**config.mk**
```make
export PLATFORM = sky130hd
export DESIGN_NAME = rst_seq_ctrl
export DESIGN_NICKNAME = d
export VERILOG_FILES = /design/src/rtl/rst_seq_pkg.sv /design/src/rtl/rst_src_decode.sv /design/src/rtl/rst_bus_mon.sv /design/src/rtl/rst_hold.sv /design/src/rtl/rst_seq_ctrl.sv
export SDC_FILE = /design/constraint.sdc
export NUM_CORES = 1
export LEC_CHECK = 0
export BUFFER_PORTS_ARGS = -buffer_cell sky130_fd_sc_hd__buf_2
export CORE_MARGIN = 3
export CORE_UTILIZATION = 47
export DETAILED_ROUTE_END_ITERATION = 6
export GPL_TIMING_DRIVEN = 0
export PLACE_DENSITY = 0.83
export RECOVER_POWER = 50
export SYNTH_ARGS = -nofsm -noshare
export SYNTH_HDL_FRONTEND = slang
export SYNTH_SLANG_ARGS = --single-unit
export TNS_END_PERCENT = 20
```
**constraint.sdc**
```tcl
create_clock -name clk -period 1.97 [get_ports clk]
set_input_delay 0.0985 -clock clk [delete_from_list [all_inputs] [get_ports clk]]
set_output_delay 0.0985 -clock clk [all_outputs]
set_load 0.1 [all_outputs]
```
**src/rtl/rst_seq_pkg.sv**
```systemverilog
package rst_seq_pkg;
  localparam int NSRC  = 7;
  localparam int NLINE = 4;

  localparam int SRC_POR  = 0;
  localparam int SRC_PIN  = 1;
  localparam int SRC_WDOG = 2;
  localparam int SRC_HALT = 3;
  localparam int SRC_CLKL = 4;
  localparam int SRC_TEST = 5;
  localparam int SRC_CPU  = 6;

  typedef logic [NLINE-1:0] lines_t;  // {sys, mst, clk, ext}

  localparam logic [NSRC-1:0] SYNC_SET = 7'b0110000;

  localparam logic [NSRC*NLINE-1:0] SRC_MASKS = {
    4'b1001,  // cpu instruction
    4'b0101,  // test mode
    4'b0111,  // clock loss
    4'b0111,  // halt
    4'b0111,  // watchdog
    4'b0111,  // external pin
    4'b0111   // power-up
  };
endpackage

```
**src/rtl/rst_src_decode.sv**
```systemverilog
module rst_src_decode
  import rst_seq_pkg::*;
(
  input  logic [NSRC-1:0] req_i,
  input  logic            sync_ok_i,
  output logic [NSRC-1:0] eff_o,
  output lines_t          mask_o,
  output logic [NSRC-1:0] pick_o,
  output logic            sync_req_o
);
  for (genvar g = 0; g < NSRC; g++) begin : g_src
    if (SYNC_SET[g]) begin : g_sync
      assign eff_o[g] = req_i[g] & sync_ok_i;
    end else begin : g_async
      assign eff_o[g] = req_i[g];
    end
  end

  always_comb begin
    mask_o = '0;
    for (int i = 0; i < NSRC; i++) begin
      if (eff_o[i]) mask_o = mask_o | SRC_MASKS[i*NLINE +: NLINE];
    end
  end

  // lowest index wins
  assign pick_o     = eff_o & (~eff_o + 1'b1);
  assign sync_req_o = |(req_i & SYNC_SET);
endmodule

```
**src/rtl/rst_bus_mon.sv**
```systemverilog
module rst_bus_mon #(
  parameter int MON_LIMIT = 64
) (
  input  logic clk,
  input  logic por_i,
  input  logic wait_i,
  output logic term_o
);
  localparam int CW = (MON_LIMIT > 2) ? $clog2(MON_LIMIT) : 1;
  localparam logic [CW-1:0] LAST = CW'(MON_LIMIT - 1);

  logic [CW-1:0] cnt_q;

  always_ff @(posedge clk) begin
    if (por_i) begin
      cnt_q  <= '0;
      term_o <= 1'b0;
    end else if (wait_i) begin
      if (cnt_q == LAST) begin
        cnt_q  <= '0;
        term_o <= 1'b1;
      end else begin
        cnt_q  <= cnt_q + 1'b1;
        term_o <= 1'b0;
      end
    end else begin
      cnt_q  <= '0;
      term_o <= 1'b0;
    end
  end

  // single-cycle pulse, only for a waiting request
  a_r5_term_one_cycle: assert property (@(posedge clk) disable iff (por_i)
    term_o |=> !term_o);
  a_r5_term_only_waiting: assert property (@(posedge clk) disable iff (por_i)
    term_o |-> $past(wait_i));
endmodule

```
**src/rtl/rst_hold.sv**
```systemverilog
module rst_hold
  import rst_seq_pkg::*;
#(
  parameter int HOLD_CLKS = 16
) (
  input  logic   clk,
  input  logic   por_i,
  input  lines_t new_i,
  output lines_t lines_o,
  output logic   start_o,
  output logic   release_o
);
  localparam int HW = $clog2(HOLD_CLKS + 1);
  localparam logic [HW-1:0] LOAD = HW'(HOLD_CLKS);

  logic [HW-1:0] cnt_q;
  logic          any_new;

  assign any_new   = |new_i;
  assign start_o   = (lines_o == '0) && any_new;
  assign release_o = !any_new && (lines_o != '0) && (cnt_q == '0);

  always_ff @(posedge clk) begin
    if (por_i) begin
      lines_o <= new_i;
      cnt_q   <= LOAD;
    end else if (any_new) begin
      lines_o <= lines_o | new_i;
      cnt_q   <= LOAD;
    end else if (release_o) begin
      lines_o <= '0;
    end else if (cnt_q != '0) begin
      cnt_q <= cnt_q - 1'b1;
    end
  end

  // a request keeps every already-asserted line asserted
  a_r7_no_drop_on_req: assert property (@(posedge clk) disable iff (por_i)
    any_new |=> ((lines_o & $past(lines_o)) == $past(lines_o)));
endmodule

```
**src/rtl/rst_seq_ctrl.sv**
```systemverilog
module rst_seq_ctrl
  import rst_seq_pkg::*;
#(
  parameter int MON_LIMIT = 64,
  parameter int HOLD_CLKS = 16
) (
  input  logic       clk,
  input  logic       por_i,
  input  logic       ext_pin_i,
  input  logic       wdog_i,
  input  logic       halt_i,
  input  logic       clk_loss_i,
  input  logic       test_i,
  input  logic       cpu_rst_i,
  input  logic       bus_active_i,
  input  logic       bus_done_i,
  output logic       ext_rst_o,
  output logic       clk_rst_o,
  output logic       mst_rst_o,
  output logic       sys_rst_o,
  output logic       bus_term_o,
  output logic [6:0] cause_o
);
  logic [NSRC-1:0] req, eff, pick;
  lines_t          new_mask, lines;
  logic            sync_req, sync_ok, granted_q, start, release_now, mon_wait;

  assign req = {cpu_rst_i, test_i, clk_loss_i, halt_i, wdog_i, ext_pin_i, por_i};

  assign sync_ok  = !bus_active_i || bus_done_i || bus_term_o || granted_q;
  assign mon_wait = sync_req && !sync_ok;

  rst_src_decode u_dec (
    .req_i      (req),
    .sync_ok_i  (sync_ok),
    .eff_o      (eff),
    .mask_o     (new_mask),
    .pick_o     (pick),
    .sync_req_o (sync_req)
  );

  rst_bus_mon #(.MON_LIMIT(MON_LIMIT)) u_mon (
    .clk    (clk),
    .por_i  (por_i),
    .wait_i (mon_wait),
    .term_o (bus_term_o)
  );

  rst_hold #(.HOLD_CLKS(HOLD_CLKS)) u_hold (
    .clk       (clk),
    .por_i     (por_i),
    .new_i     (new_mask),
    .lines_o   (lines),
    .start_o   (start),
    .release_o (release_now)
  );

  always_ff @(posedge clk) begin
    if (por_i || release_now) granted_q <= 1'b0;
    else if (|(eff & SYNC_SET)) granted_q <= 1'b1;
  end

  always_ff @(posedge clk) begin
    if (por_i)      cause_o <= 7'b0000001;
    else if (start) cause_o <= pick;
  end

  assign ext_rst_o = lines[0];
  assign clk_rst_o = lines[1];
  assign mst_rst_o = lines[2];
  assign sys_rst_o = lines[3];

  // immediate sources act on the next edge
  a_r2_async_now: assert property (@(posedge clk) disable iff (por_i)
    (ext_pin_i || wdog_i || halt_i) |=> (ext_rst_o && clk_rst_o && mst_rst_o));
  // CPU instruction drives pin reset and the system flag
  a_r3_cpu_lines: assert property (@(posedge clk) disable iff (por_i)
    cpu_rst_i |=> (ext_rst_o && sys_rst_o));
  // a lone test request waits for a busy bus
  a_r4_sync_holds_off: assert property (@(posedge clk) disable iff (por_i)
    (test_i && !ext_rst_o && !ext_pin_i && !wdog_i && !halt_i && !clk_loss_i &&
     !cpu_rst_i && bus_active_i && !bus_done_i && !bus_term_o) |=> !ext_rst_o);
  // every set contains the pin line, so all lines release with it
  a_r7_release_together: assert property (@(posedge clk) disable iff (por_i)
    !ext_rst_o |-> (!clk_rst_o && !mst_rst_o && !sys_rst_o));
  // cause is one-hot and frozen while a reset is active
  a_r8_cause_onehot: assert property (@(posedge clk) disable iff (por_i)
    $onehot(cause_o));
  a_r8_cause_frozen: assert property (@(posedge clk) disable iff (por_i)
    $past(ext_rst_o) |-> $stable(cause_o));
endmodule

```
# ---- Word level (Yosys, flattened, before mapping)
# Index checks and enable logic that the tools add are counted.
dict set report totals {
  mem_bits_rw 0
  input_bits 10
  latchBits 0
  wordCells 51
  regBits 24
  romBits 0
  n_memories 0
  out_inout_bits 12
}
dict set report op_classes {
  mux 11
  magnitude_cmp 0
  multipliers 0
  div 0
  add_sub_neg 3
  n_eq_ne 1
  bitwise 7
  n_reduce_logical 23
  shifts 0
}
# op n
set op_table {}
lappend op_table {{two-way mux 3 bit} 6}
lappend op_table {{two-way mux 4 bit} 4}
lappend op_table {{adder 7 x 1 -> 7 bit (second input constant)} 1}
lappend op_table {{AND 7 bit} 1}
lappend op_table {{inverter 7 bit} 1}
lappend op_table {{adder 6 x 1 -> 6 bit (second input constant)} 1}
lappend op_table {{== test 6 bit (second input constant)} 1}
lappend op_table {{OR reduction 2 bit} 3}
lappend op_table {{zero test 5 bit} 1}
lappend op_table {{nonzero test 5 bit} 1}
lappend op_table {{OR reduction 5 bit} 1}
lappend op_table {{subtractor 5 x 1 -> 5 bit (second input constant)} 1}
lappend op_table {{logical AND 1 bit} 4}
lappend op_table {{zero test 4 bit} 1}
lappend op_table {{logical OR 1 bit} 4}
lappend op_table {{bitwise OR 4 bit} 1}
lappend op_table {{nonzero test 4 bit} 1}
lappend op_table {{OR reduction 4 bit} 1}
lappend op_table {{zero test 1 bit} 3}
lappend op_table {{nonzero test 3 bit} 1}
lappend op_table {{OR reduction 3 bit} 1}
lappend op_table {{AND 1 bit} 2}
lappend op_table {{inverter 1 bit} 2}
lappend op_table {{AND reduction 2 bit} 1}
lappend op_table {{two-way mux 1 bit} 1}

# ---- Logic depth before layout (Yosys ltp)
dict set report logic_depth {
  ltp_word 15
  ltp_mapped 6
  ltp_nobuf 6
}

# ---- Hierarchy
# A second synthesis with hierarchy kept.
dict set report hier_totals {
  cells_unflattened 123
  hier_area_um2 1172.4
}
# mod instances seq_area_each_um2 area_each_um2 cells_each
set by_module_without_submodules {}
lappend by_module_without_submodules {rst_hold 1 220.2 454.2 45}
lappend by_module_without_submodules {rst_seq_ctrl 1 160.2 300.3 29}
lappend by_module_without_submodules {rst_bus_mon 1 140.1 262.8 27}
lappend by_module_without_submodules {rst_src_decode 1 0.0 155.1 22}

# ---- Worst setup path before layout
# Ideal clock, no wire load.
dict set report synth_timing {
  kind {flip-flop to flip-flop}
  startpoint {register u_mon.term_o}
  endpoint {register u_hold.lines_o[0] (enable)}
  stages_incl_launch_ff 5
  period_less_slack_ns 2.319
  setup_slack_ns -0.349
  arrival_ns 2.002
  path_buffers 1
  setup_ns 0.317
  required_ns 1.653
  path_cell_list {dfxtp_1 or4b_1 buf_2 a211oi_4 o21ai_0}
}
dict set report synth_via {
  elab_chain_cells 11
  word_cells_on_any_way 12
  classes_between {mux (3); bitwise (2); reduce/logical (7)}
}
# item line
set synth_lines {}
lappend synth_lines {{start, declared} rst_bus_mon.sv:7} ;# output logic term_o
lappend synth_lines {{start signal, assigned} rst_bus_mon.sv:17} ;# term_o <= 1'b0;
lappend synth_lines {{start signal, assigned} rst_bus_mon.sv:21} ;# term_o <= 1'b1;
lappend synth_lines {{start signal, assigned} rst_bus_mon.sv:24} ;# term_o <= 1'b0;
lappend synth_lines {{logical OR 1 bit * (2 in series)} rst_seq_ctrl.sv:30} ;# assign sync_ok = !bus_active_i || bus_done_i || bus_term_o || granted_q;
lappend synth_lines {{AND 1 bit} rst_src_decode.sv:13} ;# assign eff_o[g] = req_i[g] & sync_ok_i;
lappend synth_lines {{two-way mux 3 bit} rst_src_decode.sv:22} ;# if (eff_o[i]) mask_o = mask_o | SRC_MASKS[i*NLINE +: NLINE];
lappend synth_lines {{two-way mux 3 bit *} rst_src_decode.sv:22}
lappend synth_lines {{two-way mux 4 bit *} rst_src_decode.sv:22}
lappend synth_lines {{OR reduction 4 bit *} rst_hold.sv:19} ;# assign any_new = |new_i;
lappend synth_lines {{zero test 1 bit} rst_hold.sv:21} ;# assign release_o = !any_new && (lines_o != '0) && (cnt_q == '0);
lappend synth_lines {{logical AND 1 bit (2 in series)} rst_hold.sv:21}
lappend synth_lines {{nonzero test 3 bit (no source line) *} n/a}
lappend synth_lines {{end signal, assigned} rst_hold.sv:25} ;# lines_o <= new_i;
lappend synth_lines {{end signal, assigned} rst_hold.sv:28} ;# lines_o <= lines_o | new_i;
lappend synth_lines {{end, declared} rst_hold.sv:9} ;# output lines_t lines_o,
# Every way passes the cells marked *; elsewhere a longest branch is shown, timed or not.
# A chain may end at the register's enable or synchronous reset.

# ---- Worst setup path in the final report
dict set report layout_timing {
  startpoint {register granted_q}
  endpoint {register u_hold.lines_o[2] (enable)}
}
dict set report layout_via {
  elab_chain_cells 10
  word_cells_on_any_way 11
  classes_between {mux (3); bitwise (2); reduce/logical (6)}
}
# item line
set layout_lines {}
lappend layout_lines {{start, declared} rst_seq_ctrl.sv:26} ;# logic sync_req, sync_ok, granted_q, start, release_now, mon_wait;
lappend layout_lines {{start signal, assigned} rst_seq_ctrl.sv:59} ;# if (por_i || release_now) granted_q <= 1'b0;
lappend layout_lines {{start signal, assigned} rst_seq_ctrl.sv:60} ;# else if (|(eff & SYNC_SET)) granted_q <= 1'b1;
lappend layout_lines {{logical OR 1 bit *} rst_seq_ctrl.sv:30}
lappend layout_lines {{AND 1 bit} rst_src_decode.sv:13}
lappend layout_lines {{two-way mux 3 bit} rst_src_decode.sv:22}
lappend layout_lines {{two-way mux 3 bit *} rst_src_decode.sv:22}
lappend layout_lines {{two-way mux 4 bit *} rst_src_decode.sv:22}
lappend layout_lines {{OR reduction 4 bit *} rst_hold.sv:19}
lappend layout_lines {{zero test 1 bit} rst_hold.sv:21}
lappend layout_lines {{logical AND 1 bit (2 in series)} rst_hold.sv:21}
lappend layout_lines {{nonzero test 3 bit (no source line) *} n/a}
# Marks and branches as above.

==> impl_metrics.env <==
export IMPL_synthTopCellsByArea="dfxtp_1 (39%), edfxtp_1 (12%), nor2_1 (5.1%)"
export IMPL_vias=845
export IMPL_outcome="finished clean"
export IMPL_finalInstanceArea_um2=1212
export IMPL_diodes=0
export IMPL_io_buffers=20
export IMPL_hold_class="input port to flip-flop"
export IMPL_cts_hold_buffers_added=0
export IMPL_yosysUniqueCellTypes=37
export IMPL_layout_drive_gt1_share_pct=21.37
export IMPL_routed_wl_um=1996
export IMPL_insertion_delay_ns=0.30
export IMPL_postCtsSetupBuffers=1
export IMPL_synth_top_cell_area_share_pct=38.65
export IMPL_cts_sinks=24
export IMPL_syn_num_nets=119
export IMPL_cap_viol_max_count=0
export IMPL_maxSlewHeadroom_pct=22.73
export IMPL_antenna_found_initial=0
export IMPL_dieArea_um2=2804
export IMPL_tightest_slew_ns=1.164
export IMPL_vias_per_cell=5.348
export IMPL_htreeDepth=1
export IMPL_setup_viol=0
export IMPL_leakagePower_nw=0.4331
export IMPL_timing_critical_path_from="granted_q"
export IMPL_dp_hpwl_um=1557
export IMPL_r2r_start="granted_q"
export IMPL_die_y_um=52.95
export IMPL_dpl_cell_area_um2=1180
export IMPL_core_area_um2=2022
export IMPL_path_clk_slew_ns=0.12
export IMPL_clockRootBuffer="clkbuf_4"
export IMPL_startpoint_type="flip-flop"
export IMPL_fin_crit_ns=1.863
export IMPL_ant_nets=0
export IMPL_clock_fmax_mhz=536.8
export IMPL_worstPathArrival_ns=1.89
export IMPL_cts_tree="yes"
export IMPL_numCtsBuffers=3
export IMPL_initial_utilization_pct=51.24
export IMPL_synth_top_area_cell="dfxtp_1"
export IMPL_finClkSkew_ns=0.002741
export IMPL_critPathKind="flip-flop to flip-flop"
export IMPL_drv_slew=0
export IMPL_syn_to_final_growth_pct=17.03
export IMPL_synth_ff_type="dfxtp_1"
export IMPL_grt_pass1_wl_um=3160
export IMPL_drc=0
export IMPL_synth_edf_count=4
export IMPL_synth_area_um2=1036
export IMPL_wl_per_cell_um=12.63
export IMPL_p_per_area_nw_per_um2=675.1
export IMPL_drt_initial_drc_count=14
export IMPL_netlist_instances=106
export IMPL_fin_nets=145
export IMPL_rsz0062_at_grt="false"
export IMPL_firstDrtPassIters=4
export IMPL_overflow=0
export IMPL_period_share_pct=94.56
export IMPL_fin_tns_setup_ns=0
export IMPL_grt_use_total_pct=15.43
export IMPL_grt_max_degree=14
export IMPL_required_ns=1.99
export IMPL_synth_area_per_cell_um2=9.774
export IMPL_num_rows=16
export IMPL_cts_resized=0
export IMPL_cts_buffer_depth=2
export IMPL_place_gp_congestion=0.7169
export IMPL_hp_start="clk_loss_i"
export IMPL_ir_drop_v=0.0005319
export IMPL_hold_viol=0
export IMPL_crit_fanout=6
export IMPL_ys_seq_area_share_pct=50.24
export IMPL_synth_seq_cells=24
export IMPL_fp_dieW_um=52.95
export IMPL_cp_end_kind="flip-flop"
export IMPL_yosys_warnings=0
export IMPL_first_global_vias=771
export IMPL_async_flop_share_pct=0
export IMPL_design_portCount=22
-- path summary, 6_finish.rpt --
path	slack, ns	cells past startpoint	to
max	0.11	4	u_hold.lines_o[2]
min	0.07	3	cause_o[4]
max reg2reg	0.11	4	u_hold.lines_o[2]
min reg2reg	0.45	1	u_mon.cnt_q[0]
-- synthesized netlist by cell type (2+ instances only) --
cell type	count
edfxtp_1	4
o21ai_0	6
ha_1	3
nor4_1	2
xnor2_1	5
dfxtp_1	20
nand3_1	6
and3_1	2
a21oi_1	6
a31o_2	2
nor2_1	14
a211oi_1	2
nand2_1	5
nor3_1	3
inv_1	4
-- placed cells by master, fill, tap and decap left out, types with 4 or more instances in the layout --
| cell type | instances |
|---|---|
| a21oi_1 | 6 |
| buf_2 | 9 |
| clkbuf_1 | 9 |
| clkbuf_2 | 4 |
| dfxtp_1 | 19 |
| edfxtp_1 | 4 |
| inv_1 | 4 |
| nand2_1 | 5 |
| nand3_1 | 6 |
| nor2_1 | 14 |
| o21ai_0 | 5 |
| xnor2_1 | 5 |
-- per-layer routing --
layer	wire length, µm	part of all wire (%)	track usage, %
met1	890	45	18.23
met2	975	49	26.86
met3	110	5.5	3.380
met4	20	1.0	5.957
met5	0	0	0
-- cell families (layout without fill, tap and decap cells) --
family / after synthesis / in the layout / synth area share [%]
AO/OA/AOI/OAI: 21 / 21 / 14.61
XOR/XNOR: 6 / 6 / 5.072
adder cells (fa/ha/maj): 3 / 3 / 3.624
buffers and inverters: 7 / 32 / 3.018
flip-flops: 24 / 24 / 50.24
multiplexers: 1 / 1 / 0.9662
AND/OR/NAND/NOR: 44 / 44 / 22.47
-- layout make-up --
| cell class | count | area, µm² |
|---|---|---|
| inverters | 5 | 21.27 |
| multi-input cells | 75 | 490.5 |
| flip-flops and latches | 24 | 524.3 |
| repair buffers | 21 | 96.34 |
| fillers | 196 | 809.5 |
| clock buffers | 4 | 36.28 |
| plain buffers | 2 | 10.01 |
| well taps | 27 | 33.78 |
-- sequential cells by signal (all words and copies together), names as in the netlist --
signal / cells
granted_q: 1
u_hold.lines_o: 4
u_hold.cnt_q: 5
u_mon.cnt_q: 6
u_mon.term_o: 1
cause_o: 7
-- critical path, stage by stage (launching register included) --
cell	delay, ns
dfxtp_1	0.35
or4b_1	0.51
buf_2	0.18
a211oi_4	0.32
o21ai_1	0.23
-- report_power, final --
part	total, W	internal (W)	switching, W
Clock	0.000250	0.000113	0.000137
Combinational	0.0000621	0.0000201	0.0000419
Sequential	0.000506	0.000502	0.00000481
Total	0.000818	0.000634	0.000184
-- stage by stage --
step	util (%)	power (W)	hold WS [ns]	setup slack, ns	instances
floorplan	-	0.0005581	0.2462	0.02264	106
global placement	58.35	0.0005775	0.3911	-0.005016	153
detailed placement	58.35	0.0005790	0.3961	-0.06373	153
CTS	60.52	0.0008252	0.06152	0.1122	158
global route	59.96	0.0008569	0.05576	0.02289	158
finish	59.96	0.0008185	0.07170	0.1072	158
(Power assumes the default switching activity.)
